### src/rtl/hsck_pkg.sv
package hsck_pkg;

    localparam int PROF_N = 8;
    localparam int INC_W  = 14;
    localparam int ACC_W  = 11;

    // bit positions inside the written words
    localparam int B_RESTART     = 15;
    localparam int B_SAMPLE_RISE = 12;
    localparam int B_LAUNCH_RISE = 13;
    localparam int B_RETIME      = 16;

    localparam logic [INC_W-1:0] HALF_INC = INC_W'(1 << (ACC_W - 1));

    typedef struct packed {
        logic [INC_W-1:0] inc;
        logic             restart;
    } clk_word_t;

    typedef struct packed {
        logic sample_rise;
        logic launch_rise;
        logic retime;
    } sig_word_t;

    typedef struct packed {
        clk_word_t ck;
        sig_word_t sg;
    } prof_t;

    function automatic clk_word_t unpack_clk(input logic [31:0] w);
        clk_word_t r;
        r.inc     = w[INC_W-1:0];
        r.restart = w[B_RESTART];
        return r;
    endfunction

    function automatic sig_word_t unpack_sig(input logic [31:0] w);
        sig_word_t r;
        r.sample_rise = w[B_SAMPLE_RISE];
        r.launch_rise = w[B_LAUNCH_RISE];
        r.retime      = w[B_RETIME];
        return r;
    endfunction

    // steps above half the modulus would skip a boundary: limit them
    function automatic logic [ACC_W-1:0] limit_step(input logic [INC_W-1:0] v);
        if (v > HALF_INC) return HALF_INC[ACC_W-1:0];
        return v[ACC_W-1:0];
    endfunction

endpackage

### src/rtl/hsck_profile_bank.sv
module hsck_profile_bank
    import hsck_pkg::*;
#(
    parameter int NPROF = PROF_N,
    localparam int SEL_W = $clog2(NPROF)
) (
    input  logic             clk,
    input  logic             rst,
    input  logic             we,
    input  logic             word_sel,
    input  logic [SEL_W-1:0] wr_idx,
    input  logic [31:0]      wdata,
    input  logic [SEL_W-1:0] rd_idx,
    output prof_t            rd_data
);

    prof_t table_q [NPROF];

    for (genvar g = 0; g < NPROF; g++) begin : g_prof
        prof_t slot_q;
        always_ff @(posedge clk) begin
            if (rst) begin
                slot_q <= '0;
            end else if (we && wr_idx == SEL_W'(g)) begin
                if (word_sel) slot_q.sg <= unpack_sig(wdata);
                else          slot_q.ck <= unpack_clk(wdata);
            end
        end
        assign table_q[g] = slot_q;
    end

    assign rd_data = table_q[rd_idx];

endmodule

### src/rtl/hsck_phase_acc.sv
module hsck_phase_acc
    import hsck_pkg::*;
(
    input  logic             clk,
    input  logic             rst,
    input  logic             run,
    input  logic             first,
    input  logic             restart,
    input  logic [INC_W-1:0] inc,
    output logic             edge_hit
);

    logic [ACC_W-1:0] acc_q;
    logic [ACC_W-1:0] base;
    logic [ACC_W-1:0] step;
    logic [ACC_W-1:0] sum;

    always_comb begin
        base     = (first && restart) ? '0 : acc_q;
        step     = limit_step(inc);
        sum      = base + step;
        edge_hit = run && (sum[ACC_W-1] != base[ACC_W-1]);
    end

    always_ff @(posedge clk) begin
        if (rst)      acc_q <= '0;
        else if (run) acc_q <= sum;
    end

endmodule

### src/rtl/hsck_strobe_gen.sv
module hsck_strobe_gen
    import hsck_pkg::*;
(
    input  logic      clk,
    input  logic      rst,
    input  logic      run,
    input  logic      cpol,
    input  logic      edge_hit,
    input  sig_word_t sg,
    output logic      sck,
    output logic      launch_stb,
    output logic      sample_stb
);

    logic sck_q, launch_q, sample_q, late_q;
    logic next_lvl, fire, want_sample;

    always_comb begin
        next_lvl    = ~sck_q;
        fire        = run && edge_hit;
        want_sample = fire && (next_lvl == sg.sample_rise);
    end

    always_ff @(posedge clk) begin
        if (rst) begin
            sck_q    <= 1'b0;
            launch_q <= 1'b0;
            sample_q <= 1'b0;
            late_q   <= 1'b0;
        end else begin
            if (!run)      sck_q <= cpol;
            else if (fire) sck_q <= next_lvl;
            launch_q <= fire && (next_lvl == sg.launch_rise);
            late_q   <= want_sample && sg.retime;
            sample_q <= (want_sample && !sg.retime) || late_q;
        end
    end

    assign sck        = sck_q;
    assign launch_stb = launch_q;
    assign sample_stb = sample_q;

endmodule

### src/rtl/hsck_gen.sv
module hsck_gen
    import hsck_pkg::*;
#(
    parameter int NPROF = PROF_N,
    localparam int SEL_W = $clog2(NPROF)
) (
    input  logic             clk,
    input  logic             rst,
    input  logic             cfg_we,
    input  logic [SEL_W-1:0] cfg_prof,
    input  logic             cfg_word,
    input  logic [31:0]      cfg_wdata,
    input  logic             run,
    input  logic [SEL_W-1:0] prof_sel,
    input  logic             cpol,
    output logic             sck,
    output logic             launch_stb,
    output logic             sample_stb
);

    logic             run_q;
    logic [SEL_W-1:0] held_q;
    logic             first;
    logic [SEL_W-1:0] use_idx;
    prof_t            act;
    logic             edge_hit;

    assign first   = run && !run_q;
    assign use_idx = first ? prof_sel : held_q;

    always_ff @(posedge clk) begin
        if (rst) begin
            run_q  <= 1'b0;
            held_q <= '0;
        end else begin
            run_q <= run;
            if (first) held_q <= prof_sel;
        end
    end

    hsck_profile_bank #(.NPROF(NPROF)) i_bank (
        .clk      (clk),
        .rst      (rst),
        .we       (cfg_we),
        .word_sel (cfg_word),
        .wr_idx   (cfg_prof),
        .wdata    (cfg_wdata),
        .rd_idx   (use_idx),
        .rd_data  (act)
    );

    hsck_phase_acc i_acc (
        .clk      (clk),
        .rst      (rst),
        .run      (run),
        .first    (first),
        .restart  (act.ck.restart),
        .inc      (act.ck.inc),
        .edge_hit (edge_hit)
    );

    hsck_strobe_gen i_stb (
        .clk        (clk),
        .rst        (rst),
        .run        (run),
        .cpol       (cpol),
        .edge_hit   (edge_hit),
        .sg         (act.sg),
        .sck        (sck),
        .launch_stb (launch_stb),
        .sample_stb (sample_stb)
    );

endmodule

### config.mk
export PLATFORM = sky130hd
export DESIGN_NAME = hsck_gen
export DESIGN_NICKNAME = d
export VERILOG_FILES = /design/src/rtl/hsck_pkg.sv /design/src/rtl/hsck_profile_bank.sv /design/src/rtl/hsck_phase_acc.sv /design/src/rtl/hsck_strobe_gen.sv /design/src/rtl/hsck_gen.sv
export SDC_FILE = /design/constraint.sdc
export NUM_CORES = 1
export LEC_CHECK = 0
export BUFFER_PORTS_ARGS = -buffer_cell sky130_fd_sc_hd__clkbuf_2
export CAP_MARGIN = 20
export CORE_MARGIN = 2
export CORE_UTILIZATION = 50
export DETAILED_ROUTE_END_ITERATION = 8
export PLACE_DENSITY = 0.74
export SKIP_CTS_REPAIR_TIMING = 1
export SLEW_MARGIN = 20
export SYNTH_ARGS = -nofsm -noshare
export SYNTH_HDL_FRONTEND = slang
export SYNTH_HIERARCHICAL = 1
export SYNTH_SLANG_ARGS = --single-unit
### constraint.sdc
create_clock -name clk -period 4.4 [get_ports clk]
set_input_delay 0.44 -clock clk [delete_from_list [all_inputs] [get_ports clk]]
set_output_delay 0.44 -clock clk [all_outputs]
set_load 0.02 [all_outputs]
==> flow_summary.yaml, run 1 <==
yosys:
  avgSynthCellArea_um2: 11.0
  synth_seq_cells: 162
  synth.area.top_cells: "dfxtp_1 (39%), mux2i_1 (18%), nand2b_1 (13%)"
  syn_nets: 808
  synth_top_area_share_pct: 39.3
  synth-compound-area-share_pct: 2.59
  ys_async_sr_fraction_pct: 0
  synth_top_family_by_area: "multiplexers"
  synth_cells: 753
  synth_edf_count: 0
  synthAdderAreaFrac_pct: 1.76
  yosysWarnings: 6
  ys_types: 54
  ys_seq_area_share_pct: 39.3
  synth_area_leader_cell: "dfxtp_1"
  synth_most_common_cell: "nand2b_1"
  netlist_top_cells_count: "nand2b_1 (167), dfxtp_1 (162), mux2i_1 (150), mux4_2 (34), clkbuf_1 (23)"
  synthMuxAreaShare_pct: 31.1
  synth-simple-area-share_pct: 19.7
  syn-cell-area_mm2: 0.00825
  ys.flop_type: "dfxtp_1"
  synth_xor_area_share_pct: 0.849
run_status:
  status: "complete, no violations"
timing:
  setup_viol: 0
  fin_skew_ns: 0.00756
  min_period_ns: 4.29
  maxSlewHeadroom_pct: 31.2
  hold_viol: 0
  fmax_mhz: 233
  worst_slack_ns: 0.107
  maxSlewViolCount: 0
  timing.final.crit_share_pct: 97.6
  timing.setup.tns_ns: 0
  worst_pin_slew_ns: 1.03
setup_path:
  cp_common_cell: "buf_12"
  reg2reg_setup_slack_ns: 0.11
  cp_cell_sequence: "nor2b_4 -> buf_12 -> mux2_4 -> buf_12 -> mux4_2 -> mux2_2 -> nor4_4 -> nand3_2 -> a2111oi_4 -> and2_4 -> ha_4 -> a211o_1 -> o21ai_2 -> a21o_1 -> and3_4 -> nand2_4 -> o41ai_2"
  r2r_start: "run_q"
  crit_type: "register to register"
  cp-start-kind: "register"
  crit_family: "compound AO/OA/AOI/OAI gates"
  worstPathArrival_ns: 4.63
  end_kind: "register"
  path_depth: 17
  r2r_cells: 17
  max_stage_delay_ns: 0.40
  worst-path-buf-inv: 2
  rr_endpoint: "i_stb/sample_stb"
  worst_ep_required_time_ns: 4.74
  startpoint: "run_q"
  cp_max_fo: 3
  worst_path_max_delay_cell: "mux4_2"
grt:
  grtUsageTotal_pct: 21.0
  grt_max_degree: 98
  grt_pass1_wl_um: 29200
  overflow: 0
  antenna_found_initial: 0
  grt_pass1_vias: 5661
finish:
  nNetsFinal: 846
  syn_to_final_growth_pct: 15.9
  fin_cells: 1020
  finalInstanceArea_mm2: 0.00957
  antenna_cells: 0
  drive_gt1_share_pct: 24.6
clock_network:
  cts.htree.levels: 4
  path_clk_slew_ns: 0.07
  cts.sinks: 162
  cts_buffer_depth: 2
  cts_tree: "yes"
  cts_buffers: 17
  clock-root-buffer: "clkbuf_16"
  clk_latency_ns: 0.43
detailed_routing:
  vias: 5658
  vias_per_cell: 5.55
  drc_errors: 0
  drt-total-wl_um: 19000
  drt_iter0_drc: 320
  drt-wirelength-per-cell_um: 18.6
  final_antenna_net_count: 0
  first_pass_iters: 4
power:
  swShare_pct: 24.1
  internal_power_mw: 2.54
  ir_drop_v: 0.000297
  p_leak_nw: 4.42
  power.switching_mw: 0.807
  total_power_mw: 3.35
  p_per_area_mw_per_mm2: 350
  share_seq_of_total_power_pct: 44.9
  pwr-share-clk_pct: 45.8
  share_comb_of_total_power_pct: 9.3
hold_path:
  worstHoldPathCells: 3
  hold_class: "input port to register"
  holdPathEnd: "i_stb/sck"
  min_from: "cpol"
placed_design:
  numPlacedInstances: 970
  post-place-ws_ns: -0.233
  portBuffers: 30
  hpwlAfterDp_um: 11600
  place_area_mm2: 0.00861
  place_congestion: 0.859
floorplan:
  fp.dieW_um: 132
  io_pins: 47
  core_mm2: 0.0160
  start_util_pct: 51.6
  fp.dieArea_mm2: 0.0175
  row_count: 46
  die_h_um: 132
run:
  cap_violations: 0
[registers in the layout (all words and copies together) (netlist names)]
| name | count |
|---|---|
| i_bank/g_prof.slot_q | 144 |
| i_acc/acc_q | 10 |
| held_q | 3 |
| i_stb/late_q | 1 |
| i_stb/launch_stb | 1 |
| i_stb/sample_stb | 1 |
| i_stb/sck | 1 |
| run_q | 1 |
[power groups by stage]
stage | Combinational, mW | Sequential [mW] | Clock [mW]
floorplan | 0.208 | 1.53 | 0
global placement | 0.261 | 1.53 | 0
detailed placement | 0.268 | 1.53 | 0
CTS | 0.269 | 1.50 | 1.55
global route | 0.330 | 1.50 | 1.62
finish | 0.310 | 1.50 | 1.53
[layout by cell type, fill, tap and decap left out, types with 3 or more instances in the layout]
| master | netlist | layout |
|---|---|---|
| nand2b_1 | 167 | 167 |
| dfxtp_1 | 162 | 161 |
| mux2i_1 | 150 | 150 |
| buf_4 | 7 | 46 |
| mux4_2 | 34 | 34 |
| clkbuf_2 | 0 | 29 |
| and2_1 | 20 | 18 |
| clkbuf_16 | 0 | 17 |
| mux2_2 | 18 | 16 |
| nor2_1 | 15 | 15 |
| nand2_1 | 13 | 12 |
| mux2_4 | 3 | 10 |
| o21ai_0 | 8 | 7 |
| a21oi_1 | 8 | 7 |
| xnor2_1 | 7 | 7 |
| ha_1 | 10 | 7 |
| nand3_1 | 6 | 5 |
| nor3_1 | 5 | 5 |
| inv_6 | 0 | 4 |
| nand3_2 | 3 | 4 |
| inv_1 | 4 | 4 |
| a21o_1 | 4 | 4 |
| a211oi_1 | 4 | 4 |
| nand4_1 | 4 | 4 |
| nand4bb_1 | 3 | 3 |
| nor2b_1 | 3 | 3 |
| bufinv_16 | 0 | 3 |
| clkinvlp_4 | 0 | 3 |
| nor4_4 | 0 | 3 |
| or3_1 | 4 | 3 |
| buf_12 | 0 | 3 |
[per-layer routing]
metal  track usage (%)  share of wire (%)
met3              4.33                3.4
met1              27.9                 46
met4              6.09                1.6
met2              34.8                 49
met5                 0                  0
[kinds of logic (layout without fill, tap and decap cells)]
logic type,count (synthesis),count (layout)
XOR/XNOR,8,8
flip-flops,162,162
adder cells (fa/ha/maj),11,11
AND/OR/NAND/NOR,261,261
multiplexers,207,213
AO/OA/AOI/OAI,33,33
buffers and inverters,71,116
[per-stage QoR]
stage               utilization [%]  hold slack [ns]
finish                         59.8            0.273
global route                   59.8            0.307
CTS                            57.6            0.252
detailed placement             53.8            0.418
global placement               53.8            0.419
floorplan                         -            0.405
[worst max path at each step]
stage / endpoint / slack [ns]
4_1_cts: i_stb/sample_stb / -0.03
3_3_place_gp: i_stb/sample_stb / -0.26
6_report: i_stb/sample_stb / 0.11
2_1_floorplan: i_stb/sck / 0.03
5_1_grt: i_stb/sample_stb / -0.04
3_5_place_dp: i_stb/sck / -0.23
[cell type report]
class	count	area (um2)
clock buffer	18	429
timing repair buffer	80	577
sequential	162	3240
inverter	4	15.0
tap	216	270
clock inverter	14	178
fill	1330	6430
multi-input combinational	526	4850
[worst register-to-register path: stages (launching register included)]
cell and delay [ns]:
dfxtp_2 0.33, nor2b_4 0.18, buf_12 0.14, mux2_4 0.33, buf_12 0.14, mux4_2 0.40, mux2_2 0.31, nor4_4 0.31
nand3_2 0.13, a2111oi_4 0.36, and2_4 0.22, ha_4 0.20, a211o_1 0.31, o21ai_2 0.07, a21o_1 0.13, and3_4 0.22
nand2_4 0.06, o41ai_2 0.34
No activity file was read; power rests on OpenSTA's default activity.
==> run 2: changes to the inputs <==
--- a/config.mk
+++ b/config.mk
@@ -8,8 +8,10 @@
 export BUFFER_PORTS_ARGS = -buffer_cell sky130_fd_sc_hd__clkbuf_2
 export CAP_MARGIN = 20
+export CELL_PAD_IN_SITES_DETAIL_PLACEMENT = 1
+export CELL_PAD_IN_SITES_GLOBAL_PLACEMENT = 1
 export CORE_MARGIN = 2
-export CORE_UTILIZATION = 50
+export CORE_UTILIZATION = 44
 export DETAILED_ROUTE_END_ITERATION = 8
-export PLACE_DENSITY = 0.74
+export PLACE_DENSITY = 0.8
 export SKIP_CTS_REPAIR_TIMING = 1
 export SLEW_MARGIN = 20
==> constraint.sdc (replaced) <==
create_clock -name clk -period 4.4 [get_ports clk]
set_input_delay 0.44 -clock clk [delete_from_list [all_inputs] [get_ports clk]]
set_output_delay 0.44 -clock clk [all_outputs]
set_load 0.1 [all_outputs]
==> run 2 against run 1 <==
  * Critical path depth stayed put
  * Fmax is 0.46% lower
  * Flip-flop and latch count stayed put
==> flow_summary.yaml, run 2 (synthesis results as in run 1) <==
placed_design:
  portBuffers: 30
  numPlacedInstances: 995
  place_congestion: 0.818
  hpwlAfterDp_um: 14100
  post-place-ws_ns: -0.403
  place_area_mm2: 0.00868
run:
  cap_violations: 0
finish:
  finalInstanceArea_mm2: 0.00953
  syn_to_final_growth_pct: 15.5
  layout_common_cells: "nand2b_1 (167), dfxtp_1 (161), mux2i_1 (150), buf_4 (48), mux4_2 (35)"
  largest_reg_flops: 144
  seqCellArea_mm2: 0.00324
  drive_gt1_share_pct: 25.0
  nNetsFinal: 846
  top_register: "i_bank/g_prof.slot_q"
  antenna_cells: 0
  fillers: 1955
  fin_cells: 1038
  top_regs: "i_bank/g_prof.slot_q (144), i_acc/acc_q (10), held_q (3)"
  final_common_cell: "nand2b_1"
  multiInputGateArea_mm2: 0.00486
detailed_routing:
  vias_per_cell: 5.58
  drc_errors: 0
  vias: 5787
  first_pass_iters: 4
  drt-total-wl_um: 22600
  drt-wirelength-per-cell_um: 21.8
  drt_iter0_drc: 231
  final_antenna_net_count: 0
timing:
  setup_viol: 0
  hold_viol: 0
  fin_skew_ns: 0.00952
  timing.final.crit_share_pct: 98.0
  rsz0062_at_grt: "yes"
  min_period_ns: 4.31
  worst_pin_slew_ns: 1.14
  fmax_mhz: 232
  timing.hold.ws_ns: 0.315
  maxSlewViolCount: 0
  worst_slack_ns: 0.0871
  maxSlewHeadroom_pct: 24.2
clock_network:
  cts_buffers: 17
  cts.htree.levels: 4
  path_clk_slew_ns: 0.06
  cts.sinks: 162
  clk_latency_ns: 0.44
  clock-root-buffer: "clkbuf_16"
  cts_tree: "yes"
  cts_buffer_depth: 2
grt:
  grt_max_degree: 82
  overflow: 0
  grtUsageTotal_pct: 22.2
  antenna_found_initial: 0
  grt_pass1_wl_um: 34100
  grt_pass1_vias: 6356
power:
  total_power_mw: 3.24
  p_per_area_mw_per_mm2: 340
  ir_drop_v: 0.000243
  p_leak_nw: 4.39
setup_path:
  max_stage_delay_ns: 0.45
  startpoint: "run_q"
  worst_path_max_delay_cell: "mux4_2"
  crit_type: "register to register"
  worstPathArrival_ns: 4.65
  cp-start-kind: "register"
  cp_max_fo: 5
  cp_cell_sequence: "nor2b_4 -> buf_6 -> mux2_4 -> mux4_2 -> mux2_2 -> nor4_4 -> nand3_2 -> a2111oi_4 -> buf_4 -> and2_4 -> ha_4 -> a211o_1 -> o21ai_2 -> a21o_1 -> and3_4 -> nand2_4 -> o41ai_2"
  worst-path-buf-inv: 2
  worst_ep_required_time_ns: 4.74
  crit_family: "compound AO/OA/AOI/OAI gates"
  end_kind: "register"
  r2r_start: "run_q"
hold_path:
  min_from: "prof_sel[0]"
  hold_class: "input port to register"
floorplan:
  core_mm2: 0.0186
  die_h_um: 141
  io_pins: 47
  fp.dieArea_mm2: 0.0199
  row_count: 50
  fp.dieW_um: 141
  start_util_pct: 44.4
run_status:
  status: "complete, no violations"
==> run 2: changes by cell type in the layout (fill, tap and decap cells not counted), moves of 3 or more <==
cell and delta:
and2_1 -3, and2_4 +3, inv_6 -3, buf_12 -3
mux2_2 -3, clkbuf_1 +3
==> run 2: layout make-up <==
class                      count  area share (%)
timing repair buffer          82            5.97
sequential                   162            34.0
clock buffer                  23            4.91
inverter                       4           0.158
tap                          234            3.07
clock inverter                 9           0.853
multi-input combinational    524            51.0
==> run 2: layer usage <==
| metal | vias to the layer above | wire length, um | track usage, % |
|---|---|---|---|
| met5 | - | 0 | 0 |
| met4 | 0 | 482 | 8.89 |
| met3 | 35 | 729 | 4.28 |
| met2 | 98 | 11800 | 39.6 |
| met1 | 2960 | 9540 | 26.3 |
| li1 | 2694 | - | - |
==> run 2: final timing paths <==
path              depth (start not counted)          endpoint  slack [ns]
setup / recovery                         17  i_stb/sample_stb        0.09
hold / removal                            3         held_q[0]        0.31
setup reg to reg                         17  i_stb/sample_stb        0.09
hold reg to reg                           2    i_acc/acc_q[8]        0.48
==> run 2: worst reg2reg max path, stage by stage, from the launching register on <==
cell       delay [ns]
dfxtp_2          0.34
nor2b_4          0.15
buf_6            0.16
mux2_4           0.36
mux4_2           0.46
mux2_2           0.33
nor4_4           0.30
nand3_2          0.13
a2111oi_4        0.34
buf_4            0.19
and2_4           0.15
ha_4             0.20
a211o_1          0.30
o21ai_2          0.07
a21o_1           0.14
and3_4           0.22
nand2_4          0.06
o41ai_2          0.33
==> run 2: power breakdown <==
part,internal (mW),leakage (nW),switching (mW)
Combinational,0.147,2.82,0.172
Clock,0.806,0.263,0.614
Sequential,1.49,1.31,0.0153
==> run 2: through the flow <==
stage          setup TNS (ns)  utilization [%]
2_1_floorplan               0                -
3_3_place_gp            -1.30             46.7
3_5_place_dp            -1.92             46.7
4_1_cts                -0.764             49.7
5_1_grt                -0.214             51.3
6_report                    0             51.3
==> run 3: changes to the inputs <==
PLACE_DENSITY = default   (was 0.8)
PLACE_DENSITY_LB_ADDON = 0.2   (was default)
==> run 3 against run 2 <==
  * Final area is 0.56% higher
  * Critical path depth stayed put
  * Utilization is 0.29 points higher
  * Clock-buffer cell count is 1 lower
  * Final cell count is 0.29% lower
==> flow_summary.yaml, run 3 (synthesis results as in run 1) <==
run_status:
  status: "complete, no violations"
power:
  share_seq_of_total_power_pct: 44.6
  internal_power_mw: 2.57
  ir_drop_v: 0.000277
  pwr-share-clk_pct: 45.9
  p_leak_nw: 4.40
  power.switching_mw: 0.795
  share_comb_of_total_power_pct: 9.5
  swShare_pct: 23.6
  p_per_area_mw_per_mm2: 351
clock_network:
  clock-root-buffer: "clkbuf_16"
  cts.htree.levels: 4
  cts_buffer_depth: 2
  cts_buffers: 17
  cts.sinks: 162
  path_clk_slew_ns: 0.06
  cts_tree: "yes"
  clk_latency_ns: 0.42
setup_path:
  worstPathArrival_ns: 4.60
  max_stage_delay_ns: 0.43
  worst_path_max_delay_cell: "mux4_2"
  worst_ep_required_time_ns: 4.72
  crit_type: "register to register"
  crit_family: "multiplexers"
  end_kind: "register"
  cp_max_fo: 8
  worst-path-buf-inv: 3
  cp_cell_sequence: "nor2b_4 -> mux2_4 -> buf_8 -> buf_12 -> mux4_2 -> mux2_4 -> nor4_4 -> buf_6 -> and2_1 -> ha_1 -> a21o_1 -> a211o_1 -> o21ai_2 -> a21o_1 -> and3_4 -> nand2_2 -> o41ai_2"
  cp-start-kind: "register"
detailed_routing:
  drt-total-wl_um: 21100
  drt-wirelength-per-cell_um: 20.4
  vias_per_cell: 5.44
  vias: 5628
  drt_iter0_drc: 193
  final_antenna_net_count: 0
  drc_errors: 0
  first_pass_iters: 4
floorplan:
  row_count: 50
  io_pins: 47
  fp.dieArea_mm2: 0.0199
  start_util_pct: 44.4
  core_mm2: 0.0186
  die_h_um: 141
  fp.dieW_um: 141
finish:
  top_register: "i_bank/g_prof.slot_q"
  finalInstanceArea_mm2: 0.00959
  drive_gt1_share_pct: 25.1
  syn_to_final_growth_pct: 16.2
  fillers: 1962
  top_regs: "i_bank/g_prof.slot_q (144), i_acc/acc_q (10), held_q (3)"
  nNetsFinal: 843
  layout_common_cells: "nand2b_1 (167), dfxtp_1 (161), mux2i_1 (150), buf_4 (46), mux4_2 (35)"
  antenna_cells: 0
  final_common_cell: "nand2b_1"
  final_util_pct: 51.6
  largest_reg_flops: 144
grt:
  grt_max_degree: 125
  grt_pass1_vias: 6151
  grtUsageTotal_pct: 21.6
  overflow: 0
  antenna_found_initial: 0
  grt_pass1_wl_um: 33300
placed_design:
  hpwlAfterDp_um: 13500
  place_area_mm2: 0.00872
  place_congestion: 0.789
  portBuffers: 30
hold_path:
  hold_class: "input port to register"
run:
  cap_violations: 0
timing:
  hold_viol: 0
  setup_viol: 0
  rsz0062_at_grt: "yes"
  maxSlewHeadroom_pct: 23.0
  maxSlewViolCount: 0
  min_period_ns: 4.28
  worst_pin_slew_ns: 1.15
  fmax_mhz: 234
  fin_skew_ns: 0.00838
  timing.final.crit_share_pct: 97.3
-- run 3: cell count changes in the layout (fill, tap and decap cells not counted), moves of 2 or more --
cell | previous run | this run
buf_12 | 0 | 4
clkinv_2 | 4 | 1
inv_6 | 1 | 4
buf_4 | 48 | 46
buf_6 | 3 | 1
bufinv_16 | 1 | 3
mux2_4 | 11 | 9
-- run 3: worst min-delay path: cells and delay by family --
kind / cells / cell delay [ns]
AO/OA/AOI/OAI: 1 / 0.05
buffers and inverters: 1 / 0.08
AND/OR/NAND/NOR: 1 / 0.08
-- run 3: final timing paths --
path,start,endpoint,slack (ns),cells after the start
max,run_q,i_stb/sample_stb,0.12,17
min,cpol,i_stb/sck,0.28,3
max reg2reg,run_q,i_stb/sample_stb,0.12,17
min reg2reg,i_stb/late_q,i_stb/sample_stb,0.46,2
-- run 3: stage by stage --
stage | power, mW | setup WS [ns] | hold WS, ns | cells | TNS (ns)
global placement | 1.82 | -0.366 | 0.419 | 994 | -1.70
finish | 3.37 | 0.119 | 0.281 | 1035 | 0
CTS | 3.38 | -0.286 | 0.257 | 1026 | -1.06
global route | 3.49 | -0.0451 | 0.290 | 1035 | -0.0653
floorplan | 1.74 | 0.00143 | 0.405 | 753 | 0
detailed placement | 1.83 | -0.474 | 0.443 | 994 | -2.16
-- run 3: layout make-up --
| type | count | area [um2] | area share [%] |
|---|---|---|---|
| Multi-Input combinational cell | 521 | 4800 | 50.1 |
| Sequential cell | 162 | 3240 | 33.8 |
| Timing Repair Buffer | 82 | 622 | 6.49 |
| Clock buffer | 22 | 464 | 4.84 |
| Tap cell | 234 | 293 | 3.05 |
| Clock inverter | 10 | 145 | 1.51 |
| Inverter | 4 | 15.0 | 0.157 |
-- run 3: power groups by stage --
| stage | combinational, mW | sequential (mW) | clock (mW) |
|---|---|---|---|
| floorplan | 0.209 | 1.54 | 0 |
| global placement | 0.286 | 1.53 | 0 |
| detailed placement | 0.294 | 1.53 | 0 |
| CTS | 0.296 | 1.50 | 1.58 |
| global route | 0.345 | 1.50 | 1.64 |
| finish | 0.321 | 1.50 | 1.54 |
-- run 3: routing by layer --
layer | routed length, um | track usage (%) | share of wire [%] | vias up
li1 | - | - | - | 2686
met1 | 9450 | 26.4 | 45 | 2880
met5 | 0 | 0 | 0 | -
met3 | 437 | 4.18 | 2.1 | 12
met4 | 216 | 5.26 | 1.0 | 0
met2 | 11000 | 39.2 | 52 | 50
